==> src/rtl/xtt_pkg.sv <==
package xtt_pkg;

   typedef enum logic [1:0] {
      OUTC_IDLE = 2'd0,
      OUTC_TAKE = 2'd1,
      OUTC_FULL = 2'd2,
      OUTC_DUP  = 2'd3
   } req_outcome_e;

   function automatic logic outcome_nack(input req_outcome_e o);
      return (o == OUTC_FULL) || (o == OUTC_DUP);
   endfunction

endpackage

==> src/rtl/xtt_slot.sv <==
module xtt_slot #(
   parameter int LINE_W = 25,
   parameter int CMD_W  = 4
) (
   input  logic              clk,
   input  logic              rst_n,
   input  logic              set_i,
   input  logic              clr_i,
   input  logic [LINE_W-1:0] line_i,
   input  logic [CMD_W-1:0]  cmd_i,
   input  logic [LINE_W-1:0] probe_i,
   output logic              busy_o,
   output logic              match_o,
   output logic [LINE_W-1:0] line_o,
   output logic [CMD_W-1:0]  cmd_o
);

   logic              busy_q;
   logic [LINE_W-1:0] line_q;
   logic [CMD_W-1:0]  cmd_q;

   // a new occupant written in the same cycle as a retirement wins
   always_ff @(posedge clk or negedge rst_n) begin
      if (!rst_n) begin
         busy_q <= 1'b0;
         line_q <= '0;
         cmd_q  <= '0;
      end else if (set_i) begin
         busy_q <= 1'b1;
         line_q <= line_i;
         cmd_q  <= cmd_i;
      end else if (clr_i) begin
         busy_q <= 1'b0;
      end
   end

   assign busy_o  = busy_q;
   assign match_o = busy_q && (line_q == probe_i);
   assign line_o  = line_q;
   assign cmd_o   = cmd_q;

endmodule

==> src/rtl/xtt_lowfree.sv <==
module xtt_lowfree #(
   parameter int N          = 8,
   parameter int TAG_W      = 3,
   parameter bit USE_ONEHOT = 1'b0
) (
   input  logic [N-1:0]     free_i,
   output logic             any_o,
   output logic [TAG_W-1:0] idx_o
);

   assign any_o = |free_i;

   generate
      if (USE_ONEHOT) begin : g_onehot
         logic [N-1:0] lowest;
         assign lowest = free_i & (~free_i + N'(1));
         always_comb begin
            idx_o = '0;
            for (int i = 0; i < N; i++) begin
               if (lowest[i]) idx_o = idx_o | TAG_W'(i);
            end
         end
      end else begin : g_scan
         always_comb begin
            idx_o = '0;
            for (int i = N - 1; i >= 0; i--) begin
               if (free_i[i]) idx_o = TAG_W'(i);
            end
         end
      end
   endgenerate

endmodule

==> src/rtl/xact_tag_table.sv <==
module xact_tag_table
   import xtt_pkg::*;
#(
   parameter int ADDR_W     = 32,
   parameter int LINE_OFS   = 7,
   parameter int DEPTH      = 8,
   parameter int CMD_W      = 4,
   parameter bit PICK_ONEHOT = 1'b0,
   localparam int TAG_W     = $clog2(DEPTH),
   localparam int LINE_W    = ADDR_W - LINE_OFS
) (
   input  logic              clk,
   input  logic              rst_n,
   input  logic              req_valid,
   input  logic [CMD_W-1:0]  req_cmd,
   input  logic [ADDR_W-1:0] req_addr,
   output logic              req_grant,
   output logic              req_nack,
   output logic [TAG_W-1:0]  req_tag,
   input  logic              rsp_valid,
   input  logic [TAG_W-1:0]  rsp_tag,
   output logic              rsp_err,
   output logic [LINE_W-1:0] rsp_line,
   output logic [CMD_W-1:0]  rsp_cmd
);

   generate
      if (DEPTH < 2 || (DEPTH & (DEPTH - 1)) != 0) begin : g_bad_depth
         $error("DEPTH must be a power of two of at least 2");
      end
      if (LINE_OFS < 0 || LINE_OFS >= ADDR_W) begin : g_bad_ofs
         $error("LINE_OFS must lie inside the address");
      end
      if (CMD_W < 1) begin : g_bad_cmd
         $error("CMD_W must be positive");
      end
   endgenerate

   logic [LINE_W-1:0] probe_line;
   logic [DEPTH-1:0]  busy, match, set_v, clr_v, free_v, hit_v;
   logic [LINE_W-1:0] slot_line [DEPTH];
   logic [CMD_W-1:0]  slot_cmd  [DEPTH];
   logic              retire_ok;
   logic              pick_any;
   logic [TAG_W-1:0]  pick_idx;
   req_outcome_e      outcome;

   assign probe_line = req_addr[ADDR_W-1:LINE_OFS];

   // retirement is resolved before the request is judged
   assign retire_ok = rsp_valid && busy[rsp_tag];
   assign rsp_err   = rsp_valid && !busy[rsp_tag];

   generate
      for (genvar g = 0; g < DEPTH; g++) begin : g_slot
         assign clr_v[g]  = retire_ok && (rsp_tag == TAG_W'(g));
         assign free_v[g] = !busy[g] || clr_v[g];
         assign hit_v[g]  = match[g] && !clr_v[g];
         assign set_v[g]  = req_grant && (pick_idx == TAG_W'(g));

         xtt_slot #(
            .LINE_W (LINE_W),
            .CMD_W  (CMD_W)
         ) u_slot (
            .clk     (clk),
            .rst_n   (rst_n),
            .set_i   (set_v[g]),
            .clr_i   (clr_v[g]),
            .line_i  (probe_line),
            .cmd_i   (req_cmd),
            .probe_i (probe_line),
            .busy_o  (busy[g]),
            .match_o (match[g]),
            .line_o  (slot_line[g]),
            .cmd_o   (slot_cmd[g])
         );
      end
   endgenerate

   xtt_lowfree #(
      .N          (DEPTH),
      .TAG_W      (TAG_W),
      .USE_ONEHOT (PICK_ONEHOT)
   ) u_pick (
      .free_i (free_v),
      .any_o  (pick_any),
      .idx_o  (pick_idx)
   );

   always_comb begin
      if (!req_valid)     outcome = OUTC_IDLE;
      else if (|hit_v)    outcome = OUTC_DUP;
      else if (!pick_any) outcome = OUTC_FULL;
      else                outcome = OUTC_TAKE;
   end

   assign req_grant = (outcome == OUTC_TAKE);
   assign req_nack  = outcome_nack(outcome);
   assign req_tag   = req_grant ? pick_idx : '0;

   always_comb begin
      rsp_line = '0;
      rsp_cmd  = '0;
      if (retire_ok) begin
         rsp_line = slot_line[rsp_tag];
         rsp_cmd  = slot_cmd[rsp_tag];
      end
   end

endmodule

==> config.mk <==
export PLATFORM = sky130hd
export DESIGN_NAME = xact_tag_table
export DESIGN_NICKNAME = d
export VERILOG_FILES = /design/src/rtl/xtt_pkg.sv /design/src/rtl/xtt_slot.sv /design/src/rtl/xtt_lowfree.sv /design/src/rtl/xact_tag_table.sv
export SDC_FILE = /design/constraint.sdc
export NUM_CORES = 1
export LEC_CHECK = 0
export ABC_AREA = 1
export BUFFER_PORTS_ARGS = -buffer_cell sky130_fd_sc_hd__buf_2
export CAP_MARGIN = 20
export CORE_ASPECT_RATIO = 1.25
export CORE_MARGIN = 2
export CORE_UTILIZATION = 30
export CTS_CLUSTER_DIAMETER = 50
export DETAILED_ROUTE_END_ITERATION = 16
export HOLD_SLACK_MARGIN = 0.12
export SKIP_CTS_REPAIR_TIMING = 1
export SYNTH_ARGS = -nofsm -noshare
export SYNTH_HDL_FRONTEND = slang
export SYNTH_SLANG_ARGS = --single-unit
==> constraint.sdc <==
create_clock -name clk -period 3 [get_ports clk]
set_input_delay 0 -clock clk [delete_from_list [all_inputs] [get_ports clk]]
set_output_delay 0 -clock clk [all_outputs]
set_load 0.02 [all_outputs]
# Yosys cells after proc, flatten, opt, wreduce, memory -nomap -nowiden
# Index checks and enable logic that the tools add are counted.
[op_classes]
n_reduce_logical = 72
eq_ne = 25
bitwise_logic = 1
n_lt_le_gt_ge = 2
muxes = 38
[op_table]
columns = ["op", "count"]
rows = [
  ["equality test 25 bit", 8],
  ["binary-select mux 25 bit (select 3 bit)", 1],
  ["two-way mux 25 bit", 3],
  ["logical AND 1 bit", 34],
  ["two-way mux 3 bit", 9],
  ["equality test 3 bit (second input constant)", 8],
  ["zero test 1 bit", 17],
  ["two-way mux 1 bit", 17],
  ["nonzero test 2 bit", 8],
  ["OR reduction 8 bit", 2],
  ["binary-select mux 4 bit (select 3 bit)", 1],
  ["equality test 3 x 2 -> 1 bit (second input constant)", 4],
  ["two-way mux 4 bit", 3],
  ["logical OR 1 bit", 9],
  ["equality test 3 x 1 -> 1 bit (second input constant)", 2],
  ["zero test 3 bit", 2],
  ["two-way mux 2 bit", 3],
  ["equality test 2 bit (second input constant)", 2],
  [">= comparator 4 bit (second input constant)", 1],
  ["< comparator 3 x 4 -> 1 bit (second input constant)", 1],
  ["NOT 3 -> 4 bit", 1],
  ["binary-select mux 1 bit (select 3 bit)", 1],
  ["equality test 2 x 1 -> 1 bit (second input constant)", 1],
]
[totals]
in_bits = 43
word_cells = 162
output_inout_bits = 35
register_bits = 240

# Logic depth before layout (Yosys ltp)
[logic_depth]
ltp_word = 16
ltp_mapped = 21
mapped_depth_nobuf = 19

# Cells and area by module
# A second synthesis with hierarchy kept.
[unflattened]
hier_cells = 2350
hier_area_um2 = 14889.3
[by_module_without_submodules]
columns = ["mod", "area_per_inst_um2", "cells_per_inst", "n_inst"]
rows = [
  ["xtt_slot", 1617.8, 245, 8],
  ["xact_tag_table", 1848.0, 368, 1],
  ["xtt_lowfree", 98.8, 22, 1],
]

# Worst setup path before layout
# No wires, ideal clock.
[synth_path]
kind = "flip-flop to flip-flop"
startpoint = "register g_slot[5].u_slot.line_q[18]"
endpoint = "register g_slot[6].u_slot.cmd_q[0]"
path_buffers = 1
required_time_ns = 2.933
path_slack_ns = 0.864
arrival_time_ns = 2.069
setup_ns = 0.067
stages_incl_launch_ff = 14
cell_sequence = "dfrtp_1 or2_2 nand3_1 nor2_1 nand2_1 nor2_1 nand2_1 nand2_1 nor2_1 nand4_2 inv_2 buf_1 nand3_1 nand2_1"
[synth_via]
elab_chain_cells = 8
[synth_lines]
columns = ["element", "line_no", "text"]
rows = [
  ["from (decl)", "xtt_slot.sv:19", "logic [LINE_W-1:0] line_q;"],
  ["from (signal assigned)", "xtt_slot.sv:30", "line_q <= line_i;"],
  ["equality test 25 bit", "xtt_slot.sv:38", "assign match_o = busy_q && (line_q == probe_i);"],
  ["logical AND 1 bit", "xtt_slot.sv:38", ""],
  ["logical AND 1 bit", "xact_tag_table.sv:58", "assign hit_v[g] = match[g] && !clr_v[g];"],
  ["OR reduction 8 bit", "xact_tag_table.sv:92", "else if (|hit_v) outcome = OUTC_DUP;"],
  ["two-way mux 2 bit", "xact_tag_table.sv:92", ""],
  ["two-way mux 2 bit", "xact_tag_table.sv:91", "if (!req_valid) outcome = OUTC_IDLE;"],
  ["equality test 2 x 1 -> 1 bit", "xact_tag_table.sv:97", "assign req_grant = (outcome == OUTC_TAKE);"],
  ["via req_grant", "xact_tag_table.sv:17", "output logic req_grant,"],
  ["logical AND 1 bit", "xact_tag_table.sv:59", "assign set_v[g] = req_grant && (pick_idx == TAG_W'(g));"],
  ["to (signal assigned)", "xtt_slot.sv:31", "cmd_q <= cmd_i;"],
  ["to (decl)", "xtt_slot.sv:20", "logic [CMD_W-1:0] cmd_q;"],
]
# The timed path passes the listed nets, and every way through them passes these cells.
# A chain may end at the register's enable or synchronous reset.

# Final worst setup path
[layout_path]
startpoint = "register g_slot[0].u_slot.line_q[15]"
endpoint = "output req_grant"
[layout_via]
elab_chain_cells = 7
[layout_lines]
columns = ["element", "line_no"]
rows = [
  ["from (decl)", "xtt_slot.sv:19"],
  ["from (signal assigned)", "xtt_slot.sv:30"],
  ["equality test 25 bit", "xtt_slot.sv:38"],
  ["logical AND 1 bit", "xtt_slot.sv:38"],
  ["logical AND 1 bit", "xact_tag_table.sv:58"],
  ["OR reduction 8 bit", "xact_tag_table.sv:92"],
  ["two-way mux 2 bit", "xact_tag_table.sv:92"],
  ["two-way mux 2 bit", "xact_tag_table.sv:91"],
  ["equality test 2 x 1 -> 1 bit", "xact_tag_table.sv:97"],
  ["to (decl)", "xact_tag_table.sv:17"],
]
# Every way passes these cells.

==> results list <==
- The Yosys step of the flow raised 0 warnings.
- Once placement finished, the instance area stood at roughly 15000 µm².
- Site Rows: just under 90
* CP endpoint kind: output port
* Slew Limit Headroom: 41.1%
- The routed design could run at a clock period as short as 2.90 ns.
* Final clock skew: 0.0190 ns
- Count of unique library cells instantiated by Yosys: 31
- GR met1 Demand/Resource: 27.2%
- Arrival time worst endpoint: ~2.9 ns
- LEAKAGE: 8.11 nW
* Filler cells: about 5000
- For met2 alone, demand over resource in global routing was a little under two fifths.
* Area of the mapped netlist: 14100 µm²
- In this run the critical register-to-register path is launched from g_slot[3].u_slot.line_o[5].
* Routability-driven placement congestion ratio: a little over 0.9
- Across the whole layout, storage elements account for approximately 6000 µm².
- At the worst endpoint, the required time is 3.00 ns.
- In the post-synthesis netlist, the biggest area contributors are sky130_fd_sc_hd__dfrtp_1 (43%), sky130_fd_sc_hd__nand2_1 (19%), sky130_fd_sc_hd__nand3_1 (7.5%).
* Top fanout value on the critical path: 16
- In the final layout, the multi-input gates occupy 7070 µm².
- Of all flip-flops after synthesis, the portion carrying an async set or reset was 100%.
* Flip-flop cell with the highest count after synthesis: sky130_fd_sc_hd__dfrtp_1
* Max Slew Vio Count: 0
- The clock passes through at most 3 buffers.
- For this run, the total global-route usage over all layers was measured as a little over a fifth.
- After the last flow step, the layout net total stands at 2015.
- Crit path launch type: flop
- Global routing consumed, on the met3 layer, between 2 and 3% of the routing resources.
- Leading cell type by number of instances after synthesis: sky130_fd_sc_hd__nand2_1
- In the finished design, the share of the clock period the worst path needs comes to roughly 97%.
- Total chip power: 16.7 mW
* Clock slew at the register clock pins of the worst setup and hold paths: 0.07 ns
- Synth top cells by count: sky130_fd_sc_hd__nand2_1 (701), sky130_fd_sc_hd__dfrtp_1 (240), sky130_fd_sc_hd__nand3_1 (212)
* CP cell instances: xor2_1 > nor2_1 > nand2_1 > nor2_1 > nand2_1 > nor2_1 > nand2_1 > nand2_1 > nor2_1 > nand4_4 > inv_2 > buf_4 > buf_2
- Class of the most critical hold timing path: in2async
* Nets in the synthesized netlist: between 1500 and 2000
- The number of antenna violations at the first check in global routing was 1.
- Total power density per cell area: 1020 nW/µm²
- R2R Setup Slk: 0.19 ns
- At the later pin of the worst-skew pair, clock insertion delay measures around 0.56 ns.
- In the synthesized netlist, the number of instances is 1921.
- Total DRC errors in the routed layout: 0
- Share of Yosys cell area claimed by the top area cell type: 42.6%
- Cells with a size suffix above 1 make up 10.6% of the layout.
- Number of buffers and inverters on the critical path: 3
- The tree is rooted in a sky130_fd_sc_hd__clkbuf_16.
- The largest total area in the synthesized netlist belongs to sky130_fd_sc_hd__dfrtp_1.
- For this block, the initial DRC count from the detailed router was between 1000 and 1500.
- Share of synthesized area occupied by flip-flops and latches: 42.6%
* Core Box Area: 46200 µm²
- The global routing stage identified its most utilized layer as met2.
* Maximum number of pins on one net before global-route repair: 100
- The detail route stage leaves a number of antenna-violating nets equal to 0.
* Area added between synthesis and finish: 15.8%
- Sink Count: 240
* Average vias per placed instance: 5.25
- The die is 246 µm tall.
- Critical Path Max Stage Delay: slightly above 0.4 ns
- Die boundary width: 198 µm
- Finished layout cell area: 16300 µm²
* Number of global-route vias before repair: 13000
* Reg2Reg Depth: 15
- Cts bufs inserted: 27
- Detailed-routing iteration count for the pre-antenna-repair pass: 6
- Peak VDD IR: 0.449 mV
* Count of pins on the block boundary: between 70 and 80
* H-tree lvl count: 1
- CTS tree: yes
- Number of enable-type register cells in the synthesized netlist: 0
- Vias: 13500
* WL/cell: 20.5 µm
- Status: completed
- Setup violations remaining at the end of the flow were counted as 0.
* Slowest stage cell, crit path: sky130_fd_sc_hd__dfrtp_1
- In this run the mean area of a mapped cell was 7.33 µm².
* Final Hold Violating Endpoints: 0
- At the pin with the least slew margin, the transition time is 0.884 ns.
- First-pass GRT wire length: 80.2 mm
- For this run the aggregate overflow at the end of global routing stands at 0.
- Number of antenna repair diodes: 0
- The critical path is of the reg2out type.
* End of the worst register-to-register path: g_slot[4].u_slot.line_o[15]
* Final wirelength: 52.9 mm
- Quantity of I/O buffers inserted on ports: 70
- Starting Density: 30.5%
- Number of max-cap violations: 0
* Half-perimeter wire length of the detailed placement result: 35.8 mm
- Overall die area: 48700 µm²
- Derived from the worst setup path, the maximum achievable clock frequency is between 0.3 and 0.4 GHz.
* Seq cells post-synth: 240
- Worst path top cell family by delay: simple AND/OR/NAND/NOR gates
## state kept, by name (all words and copies together), names as in the netlist
signal / count
g_slot.u_slot.busy_o: 8
g_slot.u_slot.cmd_o: 32
g_slot.u_slot.line_o: 200
## routing by layer
layer  wire length, µm  vias to the layer above
met5                11                        -
met4              2840                        2
met3              3650                      144
met2             25400                      618
met1             21000                     6473
li1                  -                     6286
## report_power, final
| part | switching, mW | internal, mW | leakage, nW |
|---|---|---|---|
| Clock | 1.48 | 2.03 | 0.453 |
| Sequential | 1.38 | 4.71 | 3.05 |
| Combinational | 4.65 | 2.44 | 4.61 |
| Total | 7.51 | 9.18 | 8.11 |
## final cells by class
type,instances,share of cell area (%)
inverter,70,1.61
sequential,240,36.8
timing repair buffer,175,8.07
multi-input combinational,1458,43.4
tap,585,4.49
clock buffer,33,4.52
clock inverter,15,1.15
## through the flow
stage	setup TNS (ns)	hold slack [ns]	setup slack, ns	instances	util [%]
final	0	0.0458	0.101	2576	35.3
after CTS	-0.217	-0.476	-0.186	2537	34.4
after detailed placement	0	0.102	0.0951	2489	32.4
after global routing	-0.00963	0.125	-0.00963	2576	35.3
after floorplan	0	-0.296	0.864	1921	-
after global placement	0	0.103	0.129	2489	32.4
## cell families after synthesis
group / Yosys count / share of synthesized area [%]
xor+xnor: 149 / 9.26
simple gates: 1081 / 31.3
flops: 240 / 42.6
compound gates: 228 / 9.24
buf+inv: 223 / 7.61
## worst max path at each step
| stage | from | end | slack [ns] | depth (start not counted) |
|---|---|---|---|---|
| 6_report | g_slot[0].u_slot.line_o[15] | req_grant | 0.10 | 13 |
| 5_1_grt | g_slot[0].u_slot.line_o[15] | req_grant | -0.01 | 13 |
| 4_1_cts | g_slot[5].u_slot.line_o[15] | req_tag[2] | -0.19 | 15 |
| 3_5_place_dp | g_slot[5].u_slot.line_o[15] | g_slot[5].u_slot.line_o[12] | 0.1 | 17 |
| 3_3_place_gp | g_slot[5].u_slot.line_o[15] | g_slot[5].u_slot.line_o[0] | 0.13 | 17 |
| 2_1_floorplan | g_slot[5].u_slot.line_o[18] | g_slot[6].u_slot.cmd_o[0] | 0.86 | 13 |
## layout by cell type, fill, tap and decap left out, types with 4 or more instances in the layout
cell type                       synthesis  routed
sky130_fd_sc_hd__o21ai_1                7       7
sky130_fd_sc_hd__xnor2_1               87      87
sky130_fd_sc_hd__nand3_1              212     212
sky130_fd_sc_hd__buf_2                 45      69
sky130_fd_sc_hd__dfrtp_1              240     240
sky130_fd_sc_hd__nand4_1               11      11
sky130_fd_sc_hd__nand2_1              701     698
sky130_fd_sc_hd__buf_12                 0       6
sky130_fd_sc_hd__nor2_4                 3       6
sky130_fd_sc_hd__dlygate4sd3_1          0      37
sky130_fd_sc_hd__inv_2                  6       9
sky130_fd_sc_hd__nor2_1               146     143
sky130_fd_sc_hd__clkbuf_16              0      27
sky130_fd_sc_hd__o21ai_0               99      99
sky130_fd_sc_hd__clkinv_2               0       4
sky130_fd_sc_hd__o22ai_1              112     112
sky130_fd_sc_hd__nand2_2                1       4
sky130_fd_sc_hd__xor2_1                62      60
sky130_fd_sc_hd__inv_1                 63      60
sky130_fd_sc_hd__clkbuf_8               0       4
sky130_fd_sc_hd__buf_4                 43      62
Note: power is estimated with default switching activity, not from simulation.
